`config.mk`:
```
export PLATFORM = sky130hd
export DESIGN_NAME = skew_detect
export DESIGN_NICKNAME = d
export VERILOG_FILES = /design/src/rtl/skew_pkg.sv /design/src/rtl/skew_route.sv /design/src/rtl/skew_latch.sv /design/src/rtl/skew_accum.sv /design/src/rtl/skew_detect.sv
export SDC_FILE = /design/constraint.sdc
export NUM_CORES = 1
export LEC_CHECK = 0
export BUFFER_PORTS_ARGS = -buffer_cell sky130_fd_sc_hd__clkbuf_2
export CAP_MARGIN = 25
export CORE_MARGIN = 3
export CORE_UTILIZATION = 50
export DETAILED_ROUTE_END_ITERATION = 16
export PLACE_DENSITY = 0.7
export RECOVER_POWER = 25
export SLEW_MARGIN = 20
export SYNTH_ARGS = -nofsm -noshare
export SYNTH_HDL_FRONTEND = slang
export SYNTH_SLANG_ARGS = --single-unit
```
`constraint.sdc`:
```
create_clock -name clk -period 5.3 [get_ports clk]
set_input_delay 1.59 -clock clk [delete_from_list [all_inputs] [get_ports clk]]
set_output_delay 1.59 -clock clk [all_outputs]
set_load 0.02 [all_outputs]
```
`src/rtl/skew_pkg.sv`:
```
package skew_pkg;
  localparam int NUM_DET = 3;
  localparam int ACC_W = 16;
  // detectors that may be retargeted onto their own channel path in test mode
  localparam logic [NUM_DET-1:0] TEST_MASK = 3'b101;

  typedef struct packed {
    logic up;
    logic dn;
  } skewStrobe_t;
endpackage

```
`src/rtl/skew_route.sv`:
```
module skew_route
  import skew_pkg::*;
(
  input  logic               testMode,
  input  logic [NUM_DET-1:0] chIn,
  input  logic [NUM_DET-1:0] chOut,
  output logic [NUM_DET-1:0] sigA,
  output logic [NUM_DET-1:0] sigB
);
  for (genvar d = 0; d < NUM_DET; d++) begin : g_pair
    localparam int NEXT = (d + 1) % NUM_DET;
    if (TEST_MASK[d]) begin : g_test
      assign sigA[d] = testMode ? chIn[d]  : chOut[d];
      assign sigB[d] = testMode ? chOut[d] : chOut[NEXT];
    end else begin : g_fixed
      assign sigA[d] = chOut[d];
      assign sigB[d] = chOut[NEXT];
    end
  end
endmodule

```
`src/rtl/skew_latch.sv`:
```
module skew_latch
  import skew_pkg::*;
(
  input  logic        clk,
  input  logic        rstN,
  input  logic        sigA,
  input  logic        sigB,
  output skewStrobe_t strobe
);
  logic aPrev, bPrev, aSet, bSet;
  logic aRise, bRise, release_;

  assign aRise    = sigA & ~aPrev;
  assign bRise    = sigB & ~bPrev;
  assign release_ = (aSet & bSet) | (~sigA & ~sigB);

  always_ff @(posedge clk or negedge rstN) begin
    if (!rstN) begin
      aPrev <= 1'b0;
      bPrev <= 1'b0;
      aSet  <= 1'b0;
      bSet  <= 1'b0;
    end else begin
      aPrev <= sigA;
      bPrev <= sigB;
      if (release_) begin
        aSet <= 1'b0;
        bSet <= 1'b0;
      end else begin
        aSet <= aSet | aRise;
        bSet <= bSet | bRise;
      end
    end
  end

  assign strobe.up = aSet & ~bSet;
  assign strobe.dn = bSet & ~aSet;

  // strobes are mutually exclusive
  a_r7_exclusive: assert property (@(posedge clk) disable iff (!rstN)
    !(strobe.up && strobe.dn));
  // both inputs low releases the detector
  a_r6_release: assert property (@(posedge clk) disable iff (!rstN)
    (!sigA && !sigB) |=> (!strobe.up && !strobe.dn));
  // an up strobe only starts after A was seen high
  a_r3_up_start: assert property (@(posedge clk) disable iff (!rstN)
    $rose(strobe.up) |-> $past(sigA));
  // a down strobe only starts after B was seen high
  a_r4_dn_start: assert property (@(posedge clk) disable iff (!rstN)
    $rose(strobe.dn) |-> $past(sigB));
endmodule

```
`src/rtl/skew_accum.sv`:
```
module skew_accum
  import skew_pkg::*;
#(
  parameter int W = ACC_W
) (
  input  logic                clk,
  input  logic                rstN,
  input  logic                accClr,
  input  skewStrobe_t         strobe,
  output logic signed [W-1:0] acc
);
  localparam logic signed [W-1:0] STEP_UP = W'(1);
  localparam logic signed [W-1:0] STEP_DN = -STEP_UP;

  logic signed [W-1:0] step;

  always_comb begin
    step = '0;
    if (strobe.up)      step = STEP_UP;
    else if (strobe.dn) step = STEP_DN;
  end

  always_ff @(posedge clk or negedge rstN) begin
    if (!rstN)       acc <= '0;
    else if (accClr) acc <= '0;
    else             acc <= acc + step;
  end

  // clear wins over counting
  a_r11_clear: assert property (@(posedge clk) disable iff (!rstN)
    accClr |=> (acc == '0));
  // no strobe, no change
  a_r10_hold: assert property (@(posedge clk) disable iff (!rstN)
    (!accClr && !strobe.up && !strobe.dn) |=> $stable(acc));
endmodule

```
`src/rtl/skew_detect.sv`:
```
module skew_detect
  import skew_pkg::*;
#(
  parameter int W = ACC_W
) (
  input  logic                 clk,
  input  logic                 rstN,
  input  logic                 testMode,
  input  logic                 accClr,
  input  logic [NUM_DET-1:0]   chIn,
  input  logic [NUM_DET-1:0]   chOut,
  output logic [NUM_DET-1:0]   upPulse,
  output logic [NUM_DET-1:0]   dnPulse,
  output logic [NUM_DET*W-1:0] skewAcc
);
  logic [NUM_DET-1:0] sigA, sigB;
  skewStrobe_t        strobe [NUM_DET];

  skew_route i_route (
    .testMode(testMode),
    .chIn    (chIn),
    .chOut   (chOut),
    .sigA    (sigA),
    .sigB    (sigB)
  );

  for (genvar d = 0; d < NUM_DET; d++) begin : g_det
    logic signed [W-1:0] accVal;

    skew_latch i_latch (
      .clk   (clk),
      .rstN  (rstN),
      .sigA  (sigA[d]),
      .sigB  (sigB[d]),
      .strobe(strobe[d])
    );

    skew_accum #(.W(W)) i_accum (
      .clk   (clk),
      .rstN  (rstN),
      .accClr(accClr),
      .strobe(strobe[d]),
      .acc   (accVal)
    );

    assign upPulse[d]          = strobe[d].up;
    assign dnPulse[d]          = strobe[d].dn;
    assign skewAcc[d*W +: W]   = accVal;
  end
endmodule

```
# After elaboration in Yosys (flattened, before gate mapping)
# Cells that the tools add are included.
# word_totals
register_bits,60
in_bits,10
out_inout_bits,54
# classes
n_addsub,3
muxes,19
bitwise_logic,45
# op_table
op,n
two-way mux 16 bit,9
adder 16 bit,3
bitwise AND 1 bit,18
NOT 1 bit,18
two-way mux 1 bit,10
bitwise OR 1 bit,9

# Logic depth before layout (Yosys ltp)
# Gate-level depths: netlist of the first run.
# logic_depth
ltp_word,6
depth_mapped,14
mapped_depth_nobuf,11

# Modules after synthesis
# A second synthesis of the first run with hierarchy kept.
# hier_totals
hier_cells,529
hier_area_um2,4600.7
# by_module_without_submodules
mod,n_inst,cells_each,area_each_um2,seq_area_each_um2
skew_accum at g_det[0].i_accum ...,2,162,1361.3,400.4
skew_accum at g_det[2].i_accum,1,163,1360.1,400.4
skew_latch,3,12,152.6,100.1
skew_route,1,6,60.1,0.0

# Worst setup path before layout of the first run
# OpenSTA, ideal clock, no wires.
# synth_timing
path_type,reg-to-reg
startpoint,register g_det[0].i_latch.aSet
endpoint,register g_det[0].i_accum.acc[14]
arrival_time_ns,3.224
required_time_ns,5.172
slack_ns,1.949
stages_incl_launch_ff,15
synth_period_minus_slack_ns,3.351
path_cell_list,dfrtp_1 inv_1 ha_1 buf_2 buf_2 buf_2 buf_4 xor2_1 ha_1 nand2_1 o32a_1 a211o_1 nand3_1 a41oi_1 mux2_1
# synth_via
elab_chain_cells,6
elab_cells_between_ends,7
classes_between,add/sub: 1; mux: 3; bitwise: 3
# synth_lines
element,line,source
start: declaration,skew_latch.sv:10,"logic aPrev, bPrev, aSet, bSet;"
start signal: assignment,skew_latch.sv:30,aSet <= aSet | aRise;
NOT 1 bit,skew_latch.sv:37,assign strobe.dn = bSet & ~aSet;
bitwise AND 1 bit,skew_latch.sv:37,
via dnPulse[0],skew_detect.sv:13,"output logic [NUM_DET-1:0] dnPulse,"
two-way mux 16 bit,skew_accum.sv:20,else if (strobe.dn) step = STEP_DN;
two-way mux 16 bit,skew_accum.sv:19,if (strobe.up) step = STEP_UP;
adder 16 bit,skew_accum.sv:26,else acc <= acc + step;
two-way mux 16 bit,skew_accum.sv:25,else if (accClr) acc <= '0;
end signal: assignment,skew_accum.sv:26,
end: declaration,skew_accum.sv:10,output logic signed [W-1:0] acc
# The timed path passes the listed nets, and every way through them passes these cells.

# Worst setup path in the final report of the first run
# layout_timing
startpoint,input accClr
endpoint,register g_det[0].i_accum.acc[15]
# layout_via
elab_chain_cells,1
# layout_lines
element,line,source
start: declaration,skew_detect.sv:9,"input logic accClr,"
two-way mux 16 bit,skew_accum.sv:25,
# Every way passes these cells.

==> flow_metrics.tcl, run 1 <==
set metrics [dict create \
    core_mm2 0.01037 \
    vias_per_cell 5.981 \
    wl_um 12580 \
    crit_arrival_ns 4.11 \
    cts-hold-fix-buffers 0 \
    start_util_pct 51.41 \
    cts_tree "yes" \
    antenna_found_initial 0 \
    period_share_pct 73.64 \
    period_needed_ns 3.903 \
    crit_fanout 37 \
    io_pins 64 \
    cts_sinks 60 \
    rsz0062_at_grt "false" \
    violations "max-capacitance violations, max-slew violations" \
    synth_seq_area_share_pct 28.16 \
    grtUsageTotal_pct 21.85 \
    ys_seq_elements 60 \
    grt_first_pass_wirelength_um 21220 \
    top_layer "met4" \
    root_buffer "clkbuf_8" \
    clkTransAtPathRegs_ns 0.08 \
    ctsResizeCount 0 \
    worst_slew_pin_slew_ns 1.788 \
    crit_type "input port to register" \
    synth-simple-area-share_pct 23.16 \
    dr.first_iter.drc_count 345 \
    fmax_mhz 256.2 \
    synthXorXnorAreaFrac_pct 10.35 \
    grt_overflow 0 \
    multi_input_area_mm2 0.003427 \
    slew_headroom_pct -19.21 \
    setup_tns_ns 0 \
    status "complete, but fails checks" \
    dr.pass1.iters 5 \
    r2r_end "g_det[2].i_accum.acc[14]$_DFF_PN0_" \
    die_w_um 109.3 \
    die_area_mm2 0.01194 \
    critPathCapture "g_det[0].i_accum.acc[15]$_DFF_PN0_" \
    synth_adder_area_share_pct 5.632 \
    met1_length_um 5891 \
    via_count 4845 \
    hold_viol_final 0 \
    ant_nets 0 \
    r2r_start "g_det[2].i_latch.aSet$_DFF_PN0_" \
    syn_to_final_growth_pct 7.463 \
    grt_pass1_vias 4437 \
    clock_latency_ns 0.33 \
    ir_worst_vdd_uv 368.0 \
    slew_violations 67 \
    grt_max_degree 46 \
    nNetsFinal 703 \
    gp_congestion 0.8685 \
    hold_class "register to register" \
    skew_ns 0.009800 \
    wl_met3_um 596 \
    seq_area_mm2 0.001501 \
    maxCapViolations 2 \
    yosysWarnings 0 \
    port_buffers 62 \
    synth_edf_count 0 \
    die_h_um 109.3 \
    p_total_mw 3.294 \
    synth_area_mm2 0.005331 \
    startpoint "accClr" \
    wl_per_cell_um 15.53 \
    diodes 0 \
    h-tree-depth 3 \
    synth_compound_area_share_pct 23.94 \
    cts.path.max_buffers 2 \
    rows 37 \
    syn_nets 685 \
    syn_inst 651 \
    synth.avg_cell_area_um2 8.189 \
    nFillCells 1002 \
    drive_gt1_share_pct 14.69 \
    crit_required_ns 5.51 \
    wl_met2_um 5890 \
    ys_types 87 \
    synthMuxAreaShare_pct 1.197 \
    r2r_slack_ns 2.03 \
    place_hpwl_um 8725 \
    synth_async_sr_flop_share_pct 100.0 \
    r2r_cells 9 \
    leakage_nw 2.568 \
    ys.flop_type "dfrtp_1" \
    startpoint_type "input port" \
    setup_viol 0 \
    hold_start "g_det[1].i_latch.bPrev$_DFF_PN0_" \
    cts_buffers 9 \
    remaining_drc_errors 0 \
    cts_setup_buffers 0 \
    synth_top_family_by_area "compound AO/OA/AOI/OAI gates" \
    crit_path_end_kind "register" \
    p_per_area_mw_per_mm2 575.0 \
]
==> area by class of cell <==
type | instances | area share (%)
Multi-Input combinational cell | 507 | 59.82
Sequential cell | 60 | 26.21
Timing Repair Buffer | 67 | 5.962
Tap cell | 136 | 2.970
Clock buffer | 9 | 2.162
Inverter | 24 | 1.572
Clock inverter | 7 | 1.310
==> flip-flops by register name (all words and copies together), names as in the netlist <==
register and flops:
g_det.i_accum.acc 48, g_det.i_latch.aSet 3, g_det.i_latch.bSet 3, g_det.i_latch.aPrev 3, g_det.i_latch.bPrev 3
==> where the power goes <==
group	switching, mW	total, mW	internal [mW]
combinational	1.08	1.90	0.818
sequential	0.356	0.973	0.617
clock	0.202	0.422	0.220
total	1.64	3.29	1.66
==> cells by family (layout without fill, tap and decap cells) <==
family / count (synthesis) / in the layout
mux: 6 / 6
buf+inv: 84 / 107
simple gates: 232 / 232
fa+ha+maj: 24 / 24
compound gates: 182 / 182
xor+xnor: 63 / 63
flops: 60 / 60
==> worst min-delay path by stage <==
stage                                 endpoint  slack (ns)  depth (start not counted)
2_1_floorplan  g_det[1].i_latch.aSet$_DFF_PN0_        0.47                          2
3_3_place_gp   g_det[1].i_latch.aSet$_DFF_PN0_        0.48                          2
3_5_place_dp   g_det[1].i_latch.bSet$_DFF_PN0_        0.49                          2
4_1_cts        g_det[1].i_latch.bSet$_DFF_PN0_        0.50                          2
5_1_grt        g_det[1].i_latch.bSet$_DFF_PN0_        0.53                          2
6_report       g_det[1].i_latch.bSet$_DFF_PN0_        0.50                          2
==> layout by cell type, fill, tap and decap left out, types with 3 or more instances in the layout <==
cell type	n
a21o_1	9
a32oi_1	4
or3b_1	4
nor2_1	68
clkbuf_8	9
nor3_1	19
or3_1	4
a21oi_1	29
o21a_1	13
nor2b_1	18
and3_1	4
o31ai_1	8
nand3_1	9
o21ai_0	37
buf_4	5
o31a_1	10
o21bai_1	4
mux2i_1	3
inv_1	23
a31oi_1	6
o22ai_1	5
clkbuf_2	57
a22oi_1	5
dfrtp_1	60
a211oi_1	7
clkbuf_1	5
xnor2_1	44
nand4_1	4
ha_1	24
o21ai_1	3
nand2_1	44
nand2b_1	13
nor3b_1	8
a41oi_1	8
nand4b_1	3
and3b_1	3
xor2_1	19
and4b_1	5
nor4_1	4
==> per-stage QoR <==
stage / area (µm²) / hold WS (ns) / cells / setup slack, ns / utilization, %
2_1_floorplan: 5331 / 0.4699 / 651 / 1.949 / -
5_1_grt: 5729 / 0.5274 / 810 / 1.023 / 55.25
3_3_place_gp: 5537 / 0.4776 / 794 / 1.981 / 53.39
3_5_place_dp: 5537 / 0.4896 / 794 / 1.877 / 53.39
4_1_cts: 5736 / 0.5013 / 810 / 1.830 / 55.31
6_report: 5729 / 0.4999 / 810 / 1.397 / 55.25
==> cell usage after synthesis, types with 13 or more instances <==
master	count	area (µm²)
nand2b_1	13	81.33
nor3_1	19	95.09
nor2_1	68	255.2
dfrtp_1	60	1501
xnor2_1	44	385.4
nor2b_1	18	112.6
ha_1	24	300.3
xor2_1	19	166.4
nand2_1	44	165.2
buf_2	16	80.08
o21a_1	13	97.59
clkbuf_1	36	135.1
a21oi_1	29	145.1
inv_1	23	86.33
o21ai_0	37	185.2
==> critical path, cell delays in order <==
cell and delay (ns):
clkbuf_1 1.25, inv_1 0.56, and4_1 0.32, a311oi_1 0.26, nand3_1 0.11
==> per-layer routing <==
| metal | vias to the layer above | global-route usage, % |
|---|---|---|
| li1 | 2358 | - |
| met1 | 2354 | 30.51 |
| met2 | 117 | 33.68 |
| met3 | 16 | 4.322 |
| met4 | 0 | 7.747 |
| met5 | - | 0 |
Power figures use the tool's default switching activity.
==> run 2, diff against run 1 <==
--- a/config.mk
+++ b/config.mk
@@ -10,7 +10,7 @@
 export CORE_MARGIN = 3
 export CORE_UTILIZATION = 50
 export DETAILED_ROUTE_END_ITERATION = 16
-export PLACE_DENSITY = 0.7
+export PLACE_DENSITY = 0.73
 export RECOVER_POWER = 25
 export SLEW_MARGIN = 20
 export SYNTH_ARGS = -nofsm -noshare
==> constraint.sdc (replaced) <==
create_clock -name clk -period 3.48 [get_ports clk]
set_input_delay 1.044 -clock clk [delete_from_list [all_inputs] [get_ports clk]]
set_output_delay 1.044 -clock clk [all_outputs]
set_load 0.02 [all_outputs]
==> flow_metrics.tcl, run 2 (synthesis results as in run 1) <==
set metrics [dict create \
    ant_nets 0 \
    grtUsageTotal_pct 21.43 \
    r2r_start "g_det[1].i_latch.bSet$_DFF_PN0_" \
    period_needed_ns 2.820 \
    r2r_end "g_det[1].i_accum.acc[14]$_DFF_PN0_" \
    combPwrFrac_pct 56.9 \
    die_h_um 109.3 \
    startpoint "g_det[2].i_latch.aSet$_DFF_PN0_" \
    syn_to_final_growth_pct 8.683 \
    crit_required_ns 2.44 \
    die_w_um 109.3 \
    via_count 4806 \
    ir_worst_vdd_uv 489.2 \
    nFillCells 970 \
    hold_class "register to register" \
    crit_fanout 22 \
    dr.pass1.iters 5 \
    setup_viol 0 \
    whs_ns 0.5093 \
    start_util_pct 51.41 \
    place_hpwl_um 8648 \
    status "finished, final reports clean" \
    design_area_mm2 0.005794 \
    drive_gt1_share_pct 15.42 \
    hold_end "g_det[1].i_latch.aSet$_DFF_PN0_" \
    cts_setup_buffers 0 \
    most-common-layout-cells "nor2_1, dfrtp_1, clkbuf_2, nand2_1, xnor2_1" \
    r2r_slack_ns 0.70 \
    cts_buffers 9 \
    dp_slack_ns 0.7535 \
    period_share_pct 81.02 \
    vias_per_cell 5.882 \
    largest-register "g_det.i_accum.acc" \
    antenna_found_initial 0 \
    grt_first_pass_wirelength_um 21090 \
    grt_pass1_vias 4455 \
    port_buffers 62 \
    crit_type "register to output port" \
    rows 37 \
    internal_power_mw 2.615 \
    core_mm2 0.01037 \
    root_buffer "clkbuf_8" \
    cts.path.max_buffers 2 \
    leakage_nw 2.610 \
    setup_tns_ns 0 \
    slew_headroom_pct 3.369 \
    cts_sinks 60 \
    p_sw_share_pct 48.39 \
    hold_depth 2 \
    finish.utilization_pct 55.88 \
    worst_slew_pin_slew_ns 1.449 \
    fmax_mhz 354.7 \
    clkPwrFrac_pct 13.9 \
    clock_latency_ns 0.34 \
    wl_um 12250 \
    h-tree-depth 3 \
    p_per_area_mw_per_mm2 874.6 \
    cts-hold-fix-buffers 0 \
    largest_reg_flops 48 \
    nNetsFinal 710 \
    crit_arrival_ns 1.78 \
    skew_ns 0.01255 \
    slew_violations 0 \
    rsz0062_at_grt "false" \
    sequentialPowerShare_pct 29.2 \
    crit_path_end_kind "output port" \
    maxCapViolations 0 \
    worst_slack_ns 0.6604 \
    diodes 0 \
    die_area_mm2 0.01194 \
    cts_tree "yes" \
    final_common_cell "nor2_1" \
    hold_start "g_det[1].i_latch.aPrev$_DFF_PN0_" \
    io_pins 64 \
    startpoint_type "register" \
    clkTransAtPathRegs_ns 0.07 \
    hold_viol_final 0 \
    placed_area_mm2 0.005582 \
    p_switching_mw 2.452 \
    r2r_cells 11 \
    gp_congestion 0.8456 \
    grt_max_degree 47 \
    wl_per_cell_um 15.00 \
    ctsResizeCount 0 \
    grt_overflow 0 \
    dr.first_iter.drc_count 353 \
    remaining_drc_errors 0 \
]
-- run 2: routing by layer --
layer | share of wire, % | up-vias | global-route usage [%]
met1 | 48 | 2308 | 29.33
met2 | 46 | 116 | 34.39
li1 | - | 2373 | -
met5 | 0 | - | 0
met4 | 0.91 | 0 | 5.699
met3 | 4.9 | 9 | 4.618
-- run 2: layout make-up --
type | count | area [µm²] | share of cell area [%]
flip-flops and latches | 60 | 1501 | 25.91
well taps | 136 | 170.2 | 2.937
clock buffers | 11 | 141.4 | 2.440
inverters | 24 | 90.09 | 1.555
repair buffers | 74 | 389.1 | 6.716
clock inverters | 5 | 75.07 | 1.296
multi-input cells | 507 | 3427 | 59.14
-- run 2: power by group through the flow --
stage | Combinational (mW) | Clock, mW | Sequential, mW
after floorplan | 2.40 | 0 | 1.38
after global placement | 2.80 | 0 | 1.46
after detailed placement | 2.86 | 0 | 1.48
after CTS | 2.89 | 0.719 | 1.47
after global routing | 3.22 | 0.756 | 1.55
final | 2.88 | 0.702 | 1.48
-- run 2: worst max path at each step --
stage | to | cells after the start
after global placement | g_det[0].i_accum.acc[14]$_DFF_PN0_ | 11
after detailed placement | g_det[1].i_accum.acc[14]$_DFF_PN0_ | 11
after global routing | g_det[0].i_accum.acc[14]$_DFF_PN0_ | 11
final | dnPulse[2] | 4
after CTS | dnPulse[2] | 4
after floorplan | g_det[0].i_accum.acc[14]$_DFF_PN0_ | 14
-- run 2: stage by stage --
stage	std cells	power, mW
final	817	5.068
after global routing	817	5.524
after CTS	816	5.081
after floorplan	651	3.776
after detailed placement	800	4.347
after global placement	800	4.257
-- run 2: worst max-delay path: stages (launching register included) --
cell and delay (ns):
dfrtp_1 0.41, inv_1 0.09, ha_1 0.41, buf_4 0.33, clkbuf_2 0.21
==> run 3, diff against run 2 <==
==> constraint.sdc (replaced) <==
create_clock -name clk -period 2.4 [get_ports clk]
set_input_delay 0.72 -clock clk [delete_from_list [all_inputs] [get_ports clk]]
set_output_delay 0.72 -clock clk [all_outputs]
set_load 0.02 [all_outputs]
==> flow_metrics.tcl, run 3 (synthesis results as in run 1) <==
set metrics [dict create \
    worst_slack_ns -0.04707 \
    antenna_found_initial 0 \
    most-common-layout-cells "nor2_1, clkbuf_2, dfrtp_1, buf_4, xnor2_1" \
    grt_first_pass_wirelength_um 23040 \
    dp_slack_ns -0.1064 \
    grt_max_degree 61 \
    crit_path_end_kind "register" \
    p_total_mw 8.165 \
    skew_ns 0.005804 \
    root_buffer "clkbuf_8" \
    slew_violations 61 \
    diodes 0 \
    wl_um 14170 \
    clkTransAtPathRegs_ns 0.07 \
    syn_to_final_growth_pct 22.37 \
    via_count 5111 \
    nNetsFinal 755 \
    worst_slew_pin_slew_ns 1.570 \
    period_needed_ns 2.447 \
    io_pins 64 \
    crit_fanout 6 \
    fmax_mhz 408.7 \
    crit_type "register to register" \
    crit_required_ns 2.63 \
    ir_worst_vdd_uv 690.6 \
    h-tree-depth 3 \
    port_buffers 62 \
    remaining_drc_errors 0 \
    period_share_pct 102.0 \
    cts_buffers 9 \
    p_per_area_mw_per_mm2 1252 \
    die_h_um 109.3 \
    place_hpwl_um 9351 \
    drive_gt1_share_pct 28.51 \
    wl_per_cell_um 16.43 \
    violations "max-capacitance violations, max-slew violations, negative setup slack" \
    cts-hold-fix-buffers 0 \
    clock_latency_ns 0.35 \
    final_common_cell "nor2_1" \
    core_mm2 0.01037 \
    grtUsageTotal_pct 23.85 \
    vias_per_cell 5.929 \
    slew_headroom_pct -4.652 \
    cts_sinks 60 \
    rsz0062_at_grt "true" \
    leakage_nw 2.896 \
    cts_tree "yes" \
    crit_arrival_ns 2.68 \
    hold_class "register to register" \
    largest-register "g_det.i_accum.acc" \
    largest_reg_flops 48 \
    hold_viol_final 0 \
    gp_congestion 0.8410 \
    maxCapViolations 1 \
    dr.pass1.iters 5 \
    ant_nets 0 \
    start_util_pct 51.41 \
    grt_pass1_vias 4877 \
    die_w_um 109.3 \
    startpoint_type "register" \
    dr.first_iter.drc_count 393 \
    die_area_mm2 0.01194 \
    setup_viol 4 \
    status "complete, but fails checks" \
    rows 37 \
    grt_overflow 0 \
    cts.path.max_buffers 2 \
]
## run 3: cell count changes in the layout (fill, tap and decap cells not counted), sizes merged
cell,before,now
buf,10,54
clkbuf,75,79
bufinv,2,0
clkinv,3,1
bufbuf,0,1
## run 3: path summary, 6_finish.rpt
check / to / depth (start not counted) / slack [ns] / start
worst max-delay path: g_det[2].i_accum.acc[15]$_DFF_PN0_ / 11 / -0.05 / g_det[2].i_latch.aSet$_DFF_PN0_
worst min-delay path: g_det[1].i_latch.aSet$_DFF_PN0_ / 2 / 0.52 / g_det[1].i_latch.aPrev$_DFF_PN0_
worst max register to register: g_det[2].i_accum.acc[15]$_DFF_PN0_ / 11 / -0.05 / g_det[2].i_latch.aSet$_DFF_PN0_
worst min register to register: g_det[1].i_latch.aSet$_DFF_PN0_ / 2 / 0.52 / g_det[1].i_latch.aPrev$_DFF_PN0_
max in group asynchronous: g_det[0].i_latch.aSet$_DFF_PN0_ / 2 / 0.62 / rstN
min in group asynchronous: g_det[2].i_accum.acc[2]$_DFF_PN0_ / 2 / 0.83 / rstN
## run 3: final cells by class
type | count | area (µm²)
clock inverters | 1 | 5.005
inverters | 24 | 100.1
fillers | 915 | 3846
multi-input cells | 507 | 3725
repair buffers | 119 | 845.8
well taps | 136 | 170.2
clock buffers | 15 | 176.4
flip-flops and latches | 60 | 1501
## run 3: stage by stage
step | cells | hold WS [ns] | utilization [%] | TNS [ns] | instance area (µm²)
after floorplan | 651 | 0.4244 | - | -1.837 | 5503
after detailed placement | 831 | 0.4927 | 57.76 | -0.2271 | 5989
after CTS | 848 | 0.3809 | 60.51 | -0.04326 | 6275
final | 862 | 0.5163 | 62.91 | -0.07697 | 6524
after global routing | 862 | 0.5494 | 62.91 | -0.8797 | 6524
after global placement | 831 | 0.4965 | 57.76 | -0.04757 | 5989
## run 3: repair_timing
| action | in CTS | in global routing |
|---|---|---|
| gates cloned | 1 | 1 |
| setup buffers | 0 | 13 |
| gates resized for setup | 13 | 34 |
| endpoints found under the setup margin | 7 | 15 |
| pin swaps | 4 | 24 |
## run 3: worst max-delay path, cell delays in order (launching register included)
cell	delay, ns
dfrtp_1	0.39
ha_1	0.29
inv_2	0.04
ha_4	0.17
and4b_1	0.23
a2bb2oi_2	0.18
a21boi_2	0.22
o31ai_2	0.08
buf_4	0.15
buf_4	0.13
nor3b_1	0.13
o41a_1	0.31
## run 3: routing by layer
metal | vias to the layer above | track usage, % | share of wire, %
met1 | 2466 | 30.38 | 43
li1 | 2469 | - | -
met5 | - | 0 | 0
met3 | 26 | 3.256 | 4.5
met2 | 150 | 40.70 | 50
met4 | 0 | 9.617 | 1.9
## run 3: report_power, final
group | internal [mW] | total, mW | leakage, nW | switching, mW
sequential | 1.36 | 2.12 | 0.775 | 0.759
combinational | 2.41 | 5.18 | 2.03 | 2.76
clock | 0.460 | 0.864 | 0.0937 | 0.405
total | 4.24 | 8.17 | 2.90 | 3.93
